**src/rtl/rx_poll_pkg.sv**
```systemverilog
package rx_poll_pkg;
  localparam int BAUD_W = 2;
  localparam int NBAUD  = 1 << BAUD_W;
  localparam int XSHIFT = 3;  // extension factor 8

  typedef enum logic [1:0] {
    PH_SLEEP   = 2'd0,
    PH_STARTUP = 2'd1,
    PH_CHECK   = 2'd2,
    PH_RECV    = 2'd3
  } poll_phase_e;
endpackage

```
**src/rtl/rx_poll_tick.sv**
```systemverilog
module rx_poll_tick #(
  parameter int TICK_DIV = 14
) (
  input  logic clk_i,
  input  logic rst_ni,
  input  logic clear_i,
  output logic tick_o
);
  localparam int CW = (TICK_DIV > 2) ? $clog2(TICK_DIV) : 1;

  logic [CW-1:0] cnt_q;

  assign tick_o = (cnt_q == CW'(TICK_DIV - 1));

  always_ff @(posedge clk_i or negedge rst_ni) begin
    if (!rst_ni)                cnt_q <= '0;
    else if (clear_i || tick_o) cnt_q <= '0;
    else                        cnt_q <= cnt_q + CW'(1);
  end

  AST_TICK_SPACING: assert property (@(posedge clk_i) disable iff (!rst_ni)
    tick_o |=> !tick_o);
endmodule

```
**src/rtl/rx_poll_timer.sv**
```systemverilog
module rx_poll_timer #(
  parameter int LW = 19
) (
  input  logic          clk_i,
  input  logic          rst_ni,
  input  logic          clear_i,
  input  logic          hold_i,
  input  logic          tick_i,
  input  logic [LW-1:0] len_i,
  output logic          done_o
);
  logic [LW-1:0] cnt_q;

  // zero length finishes on the first tick
  assign done_o = tick_i && !hold_i && ((cnt_q + LW'(1)) >= len_i);

  always_ff @(posedge clk_i or negedge rst_ni) begin
    if (!rst_ni)                cnt_q <= '0;
    else if (clear_i || hold_i) cnt_q <= '0;
    else if (tick_i)            cnt_q <= cnt_q + LW'(1);
  end

  AST_NO_OVERFLOW: assert property (@(posedge clk_i) disable iff (!rst_ni)
    cnt_q != '1);
endmodule

```
**src/rtl/rx_poll_sleep_len.sv**
```systemverilog
module rx_poll_sleep_len
  import rx_poll_pkg::*;
#(
  parameter int SLEEP_W       = 5,
  parameter int SLEEP_UNIT_LG = 10,
  parameter int LW            = SLEEP_W + XSHIFT + SLEEP_UNIT_LG + 1
) (
  input  logic [SLEEP_W-1:0] word_i,
  input  logic               ext_i,
  output logic [LW-1:0]      len_o,
  output logic               perm_o
);
  logic [LW-1:0] base;

  always_comb begin
    base   = LW'(word_i) << SLEEP_UNIT_LG;
    len_o  = ext_i ? (base << XSHIFT) : base;
    perm_o = (word_i == '1);
  end
endmodule

```
**src/rtl/rx_poll_seq.sv**
```systemverilog
module rx_poll_seq
  import rx_poll_pkg::*;
#(
  parameter int                     TICK_DIV      = 14,
  parameter int                     SLEEP_W       = 5,
  parameter int                     SLEEP_UNIT_LG = 10,
  parameter logic [NBAUD-1:0][7:0]  STARTUP_TICKS = {8'd12, 8'd24, 8'd48, 8'd96}
) (
  input  logic               clk_i,
  input  logic               rst_ni,
  input  logic [SLEEP_W-1:0] sleep_word_i,
  input  logic               sleep_ext_i,
  input  logic [BAUD_W-1:0]  baud_sel_i,
  input  logic               chk_done_i,
  input  logic               chk_pass_i,
  input  logic               poll_on_i,
  input  logic               off_cmd_i,
  output logic               active_o,
  output logic               path_en_o,
  output logic               chk_en_o
);
  localparam int LW = SLEEP_W + XSHIFT + SLEEP_UNIT_LG + 1;

  poll_phase_e   state_q, state_d;
  logic          pin_q;
  logic          tick, done, perm, hold, phase_chg;
  logic [LW-1:0] sleep_len, startup_len, len;

  assign phase_chg = (state_d != state_q);

  rx_poll_tick #(.TICK_DIV(TICK_DIV)) u_tick (
    .clk_i   (clk_i),
    .rst_ni  (rst_ni),
    .clear_i (phase_chg),
    .tick_o  (tick)
  );

  rx_poll_sleep_len #(
    .SLEEP_W       (SLEEP_W),
    .SLEEP_UNIT_LG (SLEEP_UNIT_LG),
    .LW            (LW)
  ) u_len (
    .word_i (sleep_word_i),
    .ext_i  (sleep_ext_i),
    .len_o  (sleep_len),
    .perm_o (perm)
  );

  assign startup_len = LW'(STARTUP_TICKS[baud_sel_i]);
  assign len         = (state_q == PH_SLEEP) ? sleep_len : startup_len;
  assign hold        = (state_q == PH_CHECK) || (state_q == PH_RECV) ||
                       ((state_q == PH_SLEEP) && perm);

  rx_poll_timer #(.LW(LW)) u_timer (
    .clk_i   (clk_i),
    .rst_ni  (rst_ni),
    .clear_i (phase_chg),
    .hold_i  (hold),
    .tick_i  (tick),
    .len_i   (len),
    .done_o  (done)
  );

  always_comb begin
    state_d = state_q;
    if (!poll_on_i) begin
      state_d = PH_RECV;
    end else begin
      unique case (state_q)
        PH_SLEEP:   if (done) state_d = PH_STARTUP;
        PH_STARTUP: if (done) state_d = PH_CHECK;
        PH_CHECK:   if (chk_done_i) state_d = chk_pass_i ? PH_RECV : PH_SLEEP;
        PH_RECV:    if (!pin_q || off_cmd_i) state_d = PH_SLEEP;  // !pin_q: pin just rose
        default:    state_d = PH_SLEEP;
      endcase
    end
  end

  always_ff @(posedge clk_i or negedge rst_ni) begin
    if (!rst_ni) begin
      state_q <= PH_SLEEP;
      pin_q   <= 1'b1;
    end else begin
      state_q <= state_d;
      pin_q   <= poll_on_i;
    end
  end

  assign active_o  = (state_q != PH_SLEEP);
  assign path_en_o = (state_q != PH_SLEEP);
  assign chk_en_o  = (state_q == PH_CHECK);

  AST_PIN_FORCES_RECV: assert property (@(posedge clk_i) disable iff (!rst_ni)
    !poll_on_i |=> state_q == PH_RECV);
  AST_PASS_TO_RECV: assert property (@(posedge clk_i) disable iff (!rst_ni)
    (state_q == PH_CHECK && poll_on_i && chk_done_i && chk_pass_i) |=> state_q == PH_RECV);
  AST_FAIL_TO_SLEEP: assert property (@(posedge clk_i) disable iff (!rst_ni)
    (state_q == PH_CHECK && poll_on_i && chk_done_i && !chk_pass_i) |=> state_q == PH_SLEEP);
  AST_OFF_TO_SLEEP: assert property (@(posedge clk_i) disable iff (!rst_ni)
    (state_q == PH_RECV && poll_on_i && off_cmd_i) |=> state_q == PH_SLEEP);
  AST_PERM_HOLD: assert property (@(posedge clk_i) disable iff (!rst_ni)
    (state_q == PH_SLEEP && poll_on_i && sleep_word_i == '1) |=> state_q == PH_SLEEP);
  AST_CHECK_AFTER_STARTUP: assert property (@(posedge clk_i) disable iff (!rst_ni)
    $rose(chk_en_o) |-> $past(state_q) == PH_STARTUP);
endmodule

```
**config.mk**
```make
export PLATFORM = sky130hd
export DESIGN_NAME = rx_poll_seq
export DESIGN_NICKNAME = d
export VERILOG_FILES = /design/src/rtl/rx_poll_pkg.sv /design/src/rtl/rx_poll_tick.sv /design/src/rtl/rx_poll_timer.sv /design/src/rtl/rx_poll_sleep_len.sv /design/src/rtl/rx_poll_seq.sv
export SDC_FILE = /design/constraint.sdc
export NUM_CORES = 1
export LEC_CHECK = 0
export BUFFER_PORTS_ARGS = -buffer_cell sky130_fd_sc_hd__buf_2
export CAP_MARGIN = 30
export CORE_UTILIZATION = 60
export CTS_CLUSTER_DIAMETER = 40
export DETAILED_ROUTE_END_ITERATION = 8
export PLACE_DENSITY = 0.8
export SLEW_MARGIN = 20
export SYNTH_ARGS = -nofsm -noshare
export SYNTH_HDL_FRONTEND = slang
export SYNTH_SLANG_ARGS = --single-unit
```
**constraint.sdc**
```tcl
create_clock -name clk_i -period 4.95 [get_ports clk_i]
set_clock_uncertainty 0.15 [all_clocks]
set_input_delay 1.2375 -clock clk_i [delete_from_list [all_inputs] [get_ports clk_i]]
set_output_delay 1.2375 -clock clk_i [all_outputs]
set_load 0.05 [all_outputs]
```
==> summary by stage, run 1 <==
Status
The flow ran to the end, and the final reports show no timing, DRC or antenna violations.

Setup path
The worst reg2reg path depth is 14. STA classifies the critical path endpoint as a flip-flop. Of all nets on the critical path, the largest fanout is 15. The worst path required time is 4990 ps. The class of the most critical setup path is flip-flop to flip-flop. The endpoint identified for the worst register-to-register timing path is u_timer.cnt_q[18].

The kind of start point of the critical path is a flip-flop. Across all register-to-register paths, the minimum setup slack is 810 ps. The worst register-to-register path begins at u_timer.cnt_q[2]. At the worst endpoint, the arrival time is 4180 ps.

Place
OpenSTA, run right after detailed placement, puts the worst setup slack at 833 ps. Summing all placed instances gives a cell area of 0.00228 mm^2. During placement, the flow inserted port buffers numbering 16.

The detailed-placement wirelength estimate is 3440 um. The final weighted congestion in routability-driven placement is 0.903.

Clocking
The clock passes through at most 2 buffers. Counting the buffers created by CTS gives 3. The clock root buffer is sky130_fd_sc_hd__clkbuf_8. Clock-pin slew was measured on the worst setup and hold paths at 90 ps. TritonCTS built the clock tree.

CTS built an H-tree with a depth of 1. The count of hold buffers inserted by post-cts repair is 0. The number of setup buffers added after CTS is 0. In this run, post-CTS repair resized a total of 0 instances. The number of sinks driven by the clock tree is 26. The clock latency on the worst-skew pair is 280 ps.

Power and ir drop
Across the VDD grid, the largest voltage drop is 0.158 mV. For this design the ratio of total power to cell area is 217 mW/mm^2. The analysis attributes to cell leakage a power of 1.06 nW.

Route
After detailed routing, the number of vias per cell comes to 6.09. The count of vias placed by the detailed router is 1985. The average wire per cell in the routed design is 14.5 um. The post-route antenna net violation count is 0. The final wirelength is 4740 um. The DRC violation total after the first TritonRoute iteration is 143. The total iterations of the first detailed-routing run is 5. The remaining design rule violation count is 0.

Flow run
Across the run, the number of max-cap violations was 0.

Global route
The number of antenna violations at the first check in global routing is 0. The overall global routing resource usage is 25.2%. The first global-routing pass estimated 7800 um of wire. The remaining global-route overflow is 0. The largest net degree at the start of global routing is 38. The via count of the first global-routing pass came to 1733.

Synth
The main flop type after synthesis is sky130_fd_sc_hd__dfrtp_1. The synthesized netlist contains 47 unique library cells. The number of storage elements in the synthesis netlist is 26.

Synthesis produced 273 cells. Counting every net in the synthesized netlist gives 306. A synthesized cell averages 8.14 um^2. The synthesized netlist occupies a cell area of 0.00222 mm^2. In this run, synthesis inferred 0 flip-flops with an integrated enable. The Yosys step of the flow raised 0 warnings. The register area share after synthesis is 29.3%.

The post-synthesis async set-or-reset flop share is 100%.

Timing
Headroom to the max-slew limit came out at 54.5%. Setup repair after global routing left no endpoint under its margin. The number of endpoints with negative hold slack in the final report is 0.

The worst path in the final design needs a cycle of 4140 ps, including I/O delays and setup. Adding up every negative setup slack in the final design gives 0 ps. For this run, the top clock speed supported by timing is 242 MHz. At the pin with the least slew margin, the transition time is 681 ps. The final setup violation count is 0. The count of final max-slew check failures is 0. Setup slack closes at 812 ps.

In the finished design, the share of the clock period the worst path needs comes to 83.6%.

Floorplan
In this run the standard cell core region covers 0.00344 mm^2. The die covers 0.00395 mm^2. For this configuration, the core starts out at a cell density of 64.6%. From bottom edge to top edge, the die measures 62.9 um. The site row count is 21. The total I/O pin count is 17.

The floorplan step set the die width to 62.9 um.

Cells and area
The layout net count is 314. The fraction of final layout cells sized beyond drive strength 1 is 11.4%. The area growth from synthesis to layout is 5.97%.

After routing the design area is 0.00236 mm^2. The final-layout fill cell count is 280. Leaving out fill and tap cells, the most frequent cells in the layout are sky130_fd_sc_hd__nand2_1, sky130_fd_sc_hd__nand3_1, sky130_fd_sc_hd__dfrtp_1. The leading cell type in the layout, fill and taps excluded is sky130_fd_sc_hd__nand2_1.

The number of antenna diodes in the final layout is 0.

Hold path
The type of the worst min-delay path is flip-flop to flip-flop. Counting instances, the worst hold path has a depth of 1. The path with the worst hold slack has its endpoint at u_tick.cnt_q[0]. The startpoint identified for the worst hold timing path is u_tick.cnt_q[0].
==> synthesized netlist by cell type, types with 2 or more instances <==
cell type                   n  area share, %
sky130_fd_sc_hd__a31oi_1    5            1.4
sky130_fd_sc_hd__dfrtp_1   25             28
sky130_fd_sc_hd__nor3_1    10            2.3
sky130_fd_sc_hd__nor2_1    19            3.2
sky130_fd_sc_hd__o21ai_1    4           0.90
sky130_fd_sc_hd__nand2_1   39            6.6
sky130_fd_sc_hd__a21oi_1   17            3.8
sky130_fd_sc_hd__o21ai_0   10            2.3
sky130_fd_sc_hd__nor4_1     7            2.0
sky130_fd_sc_hd__xnor2_1   10            3.9
sky130_fd_sc_hd__a21o_1     2           0.68
sky130_fd_sc_hd__xor2_1     5            2.0
sky130_fd_sc_hd__ha_1      19             11
sky130_fd_sc_hd__and2_1     4            1.1
sky130_fd_sc_hd__mux2_2     2            1.0
sky130_fd_sc_hd__nor3b_1    3            1.0
sky130_fd_sc_hd__nand4b_1   2           0.79
sky130_fd_sc_hd__inv_1      6            1.0
sky130_fd_sc_hd__and4_1     2           0.79
sky130_fd_sc_hd__a22oi_1    2           0.68
sky130_fd_sc_hd__nand3_1   25            5.6
sky130_fd_sc_hd__clkbuf_1   6            1.0
sky130_fd_sc_hd__and3_1     8            2.3
sky130_fd_sc_hd__nor2b_1    7            2.0
sky130_fd_sc_hd__buf_4      2           0.68
sky130_fd_sc_hd__nand4_1    6            1.7
sky130_fd_sc_hd__buf_6      3            1.5
sky130_fd_sc_hd__buf_2      4           0.90
==> layer usage <==
metal	GRT usage, %	vias to the layer above	share of wire [%]
li1	-	987	-
met1	36.0	911	48
met2	39.1	82	44
met3	2.19	5	6.7
met4	9.88	0	1.5
met5	0	-	0
==> flip-flops by register name (all words and copies together) (netlist names) <==
| signal | cells |
|---|---|
| u_tick.cnt_q | 4 |
| state_q | 2 |
| u_timer.cnt_q | 19 |
| pin_q | 1 |
==> worst max-delay path, stage by stage (launching register included) <==
cell	delay, ps
sky130_fd_sc_hd__dfrtp_1	520
sky130_fd_sc_hd__and4_1	310
sky130_fd_sc_hd__nand3_1	140
sky130_fd_sc_hd__nor3_1	430
sky130_fd_sc_hd__nand3_1	210
sky130_fd_sc_hd__xnor2_1	170
sky130_fd_sc_hd__ha_1	310
sky130_fd_sc_hd__nand3_1	150
sky130_fd_sc_hd__nor3_1	80
sky130_fd_sc_hd__a211oi_1	200
sky130_fd_sc_hd__o21ai_0	170
sky130_fd_sc_hd__a2111oi_4	600
sky130_fd_sc_hd__buf_4	320
sky130_fd_sc_hd__a21oi_1	90
sky130_fd_sc_hd__nor3b_1	200
==> layout make-up <==
type                    count  area, um^2  share of cell area (%)
inverters                   7        26.3                    1.12
clock inverters             1        30.0                    1.27
multi-input cells         225        1450                    61.7
well taps                  46        57.6                    2.44
flip-flops and latches     26         652                    27.7
repair buffers             18        95.1                    4.04
clock buffers               3        41.3                    1.75
==> cell families (layout without fill, tap and decap cells) <==
| logic type | after synthesis | after routing | synth area share (%) |
|---|---|---|---|
| AO/OA/AOI/OAI | 47 | 47 | 13.3 |
| XOR/XNOR | 16 | 16 | 6.64 |
| adder cells (fa/ha/maj) | 19 | 19 | 10.7 |
| buffers and inverters | 22 | 29 | 5.29 |
| flip-flops | 26 | 26 | 29.3 |
| multiplexers | 3 | 3 | 1.46 |
| AND/OR/NAND/NOR | 140 | 140 | 33.3 |
==> power by group <==
group | total, mW | leakage (nW) | internal (mW) | switching [mW]
clock | 0.179 | 0.0357 | 0.108 | 0.0701
sequential | 0.236 | 0.351 | 0.223 | 0.0132
combinational | 0.0973 | 0.674 | 0.0340 | 0.0633
total | 0.512 | 1.06 | 0.365 | 0.147
==> worst max path at each step <==
stage	startpoint	to	slack [ps]
2_1_floorplan	u_timer.cnt_q[2]	u_timer.cnt_q[10]	1520
3_3_place_gp	u_timer.cnt_q[2]	u_timer.cnt_q[18]	920
3_5_place_dp	u_timer.cnt_q[2]	state_q[0]	830
4_1_cts	u_timer.cnt_q[2]	u_timer.cnt_q[18]	830
5_1_grt	u_timer.cnt_q[2]	u_timer.cnt_q[18]	490
6_report	u_timer.cnt_q[2]	u_timer.cnt_q[18]	810
==> per-stage QoR <==
stage               total power, mW  hold WS (ps)  utilization (%)  cells
floorplan                     0.312           309                -    273
global placement              0.336           332             66.4    322
detailed placement            0.338           346             66.4    322
CTS                           0.518           360             68.4    326
global route                  0.540           395             68.4    326
finish                        0.512           355             68.4    326
Power figures use the tool's default switching activity.
==> run 2, diff against run 1 <==
- CORE_UTILIZATION: 60 -> 55
- PLACE_DENSITY: 0.8 -> 0.77
- clock period: 4.95 -> 3.5 ns (I/O delays scaled with it)
==> summary by stage, run 2 (synthesis gave the netlist of run 1 again) <==
Clocking
The number of sinks driven by the clock tree is 26. CTS built an H-tree with a depth of 1. The tree is rooted in a sky130_fd_sc_hd__clkbuf_8. TritonCTS built the clock tree. After clock tree synthesis, the clock-pin slew on the worst setup and hold paths is 90 ps. The maximum count of clock buffers along a single path is 2. The number of CTS-inserted buffers is 3. The clock latency on the worst-skew pair is 280 ps.

Timing
In the post-route analysis, the smallest setup slack over all paths is 142 ps. The count of final max-slew check failures is 0. The relative slew slack is 60.0%. The shortest period the worst path allows is 3360 ps.

At the pin with the least slew margin, the transition time is 600 ps. Hold timing on the final database bottoms out at a slack of 349 ps. The total negative setup slack is 0 ps. The number of endpoints with negative hold slack in the final report is 0. Setup violations remaining at the end of the flow were counted as 0. Based on the critical path, the design can be clocked at up to 298 MHz.

Of the available clock period, the critical path in the final layout requires 96.0%.

Hold path
The type of the worst min-delay path is flip-flop to flip-flop. The hold path depth is 1.

Global route
The via count of the first global-routing pass is 1789. After global routing the overflow that remains totals 0. The first global-routing pass estimated 7980 um of wire. The number of antenna violations at the first check in global routing came to 0. Global routing consumed, over all layers together, 24.1% of the routing resources. Entering global routing, the biggest net connects 27 pins.

Floorplan
The chip height is 65.6 um. The floorplan die width is 65.6 um. For this configuration, the core starts out at a cell density of 59.0%.

17 I/O pins were placed. The core region is 0.00377 mm^2. The die area is 0.00430 mm^2.

The floorplan has 22 rows.

Cells and area
The area growth from synthesis to layout is 13.6%. Leaving out fill and tap cells, the most frequent cell in the layout is sky130_fd_sc_hd__nand2_1. The register with the most flip-flops in the layout has 19 of them.

Leaving out fill and tap cells, the most frequent cells in the layout are sky130_fd_sc_hd__nand2_1, sky130_fd_sc_hd__dfrtp_1, sky130_fd_sc_hd__nand3_1. The antenna diode instance count is 0. The largest registers in the layout are u_timer.cnt_q x19, u_tick.cnt_q x4, state_q x2. In the final layout, flip-flops and latches occupy 653 um^2.

The layout net count is 335. Counting the fill cells in the layout gives 336. The final cell count without fillers is 349. The largest register by flop count is u_timer.cnt_q. In the final layout, the share of cells above drive strength 1 is 19.6%. In the final layout, the multi-input gates occupy 0.00147 mm^2.

Route
In the routed design, unresolved DRC markers number 0. Wires add up to 5010 um. Before antenna repair, the detailed router went through 4 iterations.

After detailed routing, the met2 layer carries 2320 um of wire. Routed signal wires occupy layers up through met4. Summed over all nets, wire length on met3 after detailed routing comes to 212 um. Detailed routing inserted a total of 2039 vias.

The met1 wire length is 2430 um. After detailed routing, the number of vias per cell comes to 5.84. The DRC violation total after the first TritonRoute iteration is 105. The post-route antenna net violation count is 0.

Dividing the detail-routed wire length by the instance count gives 14.4 um.

Setup path
The element type at the critical path end is a flip-flop. The class of the most critical setup path is flip-flop to flip-flop. The data arrival time at the worst-slack endpoint is 3410 ps. For the worst flop-to-flop path, the logic depth is 16.

The maximum fanout along the worst path is 10. The worst path required time is 3550 ps. The kind of start point of the critical path is a flip-flop.

Place
The worst slack at placement is 64.7 ps. Input and output buffers added on the ports amount to 16. The number of instances in the placed design is 341. Once detailed placement completed, the half-perimeter wirelength came to 3620 um. At the end of routability-driven placement, the weighted congestion stood at 0.835.

Power and ir drop
For this design the ratio of total power to cell area is 271 mW/mm^2. In this run the static leakage power is 1.16 nW. The worst-case IR drop observed on VDD is 0.138 mV.

Status
The flow ran to the end, and the final reports show no timing, DRC or antenna violations.

Flow run
The number of maximum-capacitance constraint violations is 0.
==> run 2: cell types whose count changed in the layout (fill, tap and decap cells not counted), sizes merged <==
cell,previous run,this run
buf,18,39
bufinv,1,0
clkbuf,3,4
==> run 2: final timing paths <==
check                                 start                 to  slack, ps
setup / recovery           u_timer.cnt_q[0]  u_timer.cnt_q[10]        140
hold / removal              u_tick.cnt_q[0]    u_tick.cnt_q[0]        350
setup reg to reg           u_timer.cnt_q[0]  u_timer.cnt_q[10]        140
hold reg to reg             u_tick.cnt_q[0]    u_tick.cnt_q[0]        350
max in group asynchronous            rst_ni   u_timer.cnt_q[0]       2340
min in group asynchronous            rst_ni   u_timer.cnt_q[0]        440
==> run 2: layout make-up <==
type | instances | share of cell area [%]
Sequential cell | 26 | 25.9
Inverter | 7 | 1.04
Tap cell | 48 | 2.38
Clock buffer | 4 | 2.18
Multi-Input combinational cell | 225 | 58.4
Timing Repair Buffer | 39 | 10.2
==> run 2: per-layer routing <==
layer  track usage, %  vias to the layer above
met3             2.08                        4
met4             5.71                        0
li1                 -                     1042
met1             34.3                      953
met2             39.4                       40
met5                0                        -
==> run 2: repair_timing <==
action                                  4_1_cts  5_1_grt
cloned                                        0        1
setup buffers                                 0        3
resized for setup                             1        9
hold endpoints to repair                      0        0
hold buffers                                  0        0
endpoints found under the setup margin        2       21
pin swaps                                     0        5
==> run 2: worst max-delay path, stage by stage, from the launching register on <==
cell and delay, ps:
sky130_fd_sc_hd__dfrtp_2 430, sky130_fd_sc_hd__and4_4 240, sky130_fd_sc_hd__nand3_2 100, sky130_fd_sc_hd__nor3_2 210, sky130_fd_sc_hd__buf_4 170, sky130_fd_sc_hd__nand3_1 140, sky130_fd_sc_hd__xnor2_1 170, sky130_fd_sc_hd__ha_1 310
sky130_fd_sc_hd__nand3_1 120, sky130_fd_sc_hd__buf_4 130, sky130_fd_sc_hd__nor2_1 40, sky130_fd_sc_hd__o21ai_0 70, sky130_fd_sc_hd__a31oi_1 100, sky130_fd_sc_hd__a2111oi_4 390, sky130_fd_sc_hd__buf_4 250, sky130_fd_sc_hd__nand3_1 90
sky130_fd_sc_hd__a31oi_1 170
==> run 2: report_power, final <==
| group | leakage [nW] | internal (mW) | switching [mW] |
|---|---|---|---|
| registers | 0.349 | 0.315 | 0.0192 |
| clock network | 0.0288 | 0.101 | 0.0993 |
| logic | 0.786 | 0.0562 | 0.0947 |
| total | 1.16 | 0.472 | 0.213 |
==> run 2: metrics by stage <==
step | utilization (%) | cell area [um^2] | power, mW
finish | 67.0 | 2520 | 0.685
CTS | 65.6 | 2470 | 0.688
detailed placement | 64.0 | 2410 | 0.488
global placement | 64.0 | 2410 | 0.482
global route | 67.0 | 2520 | 0.720
floorplan | - | 2220 | 0.442
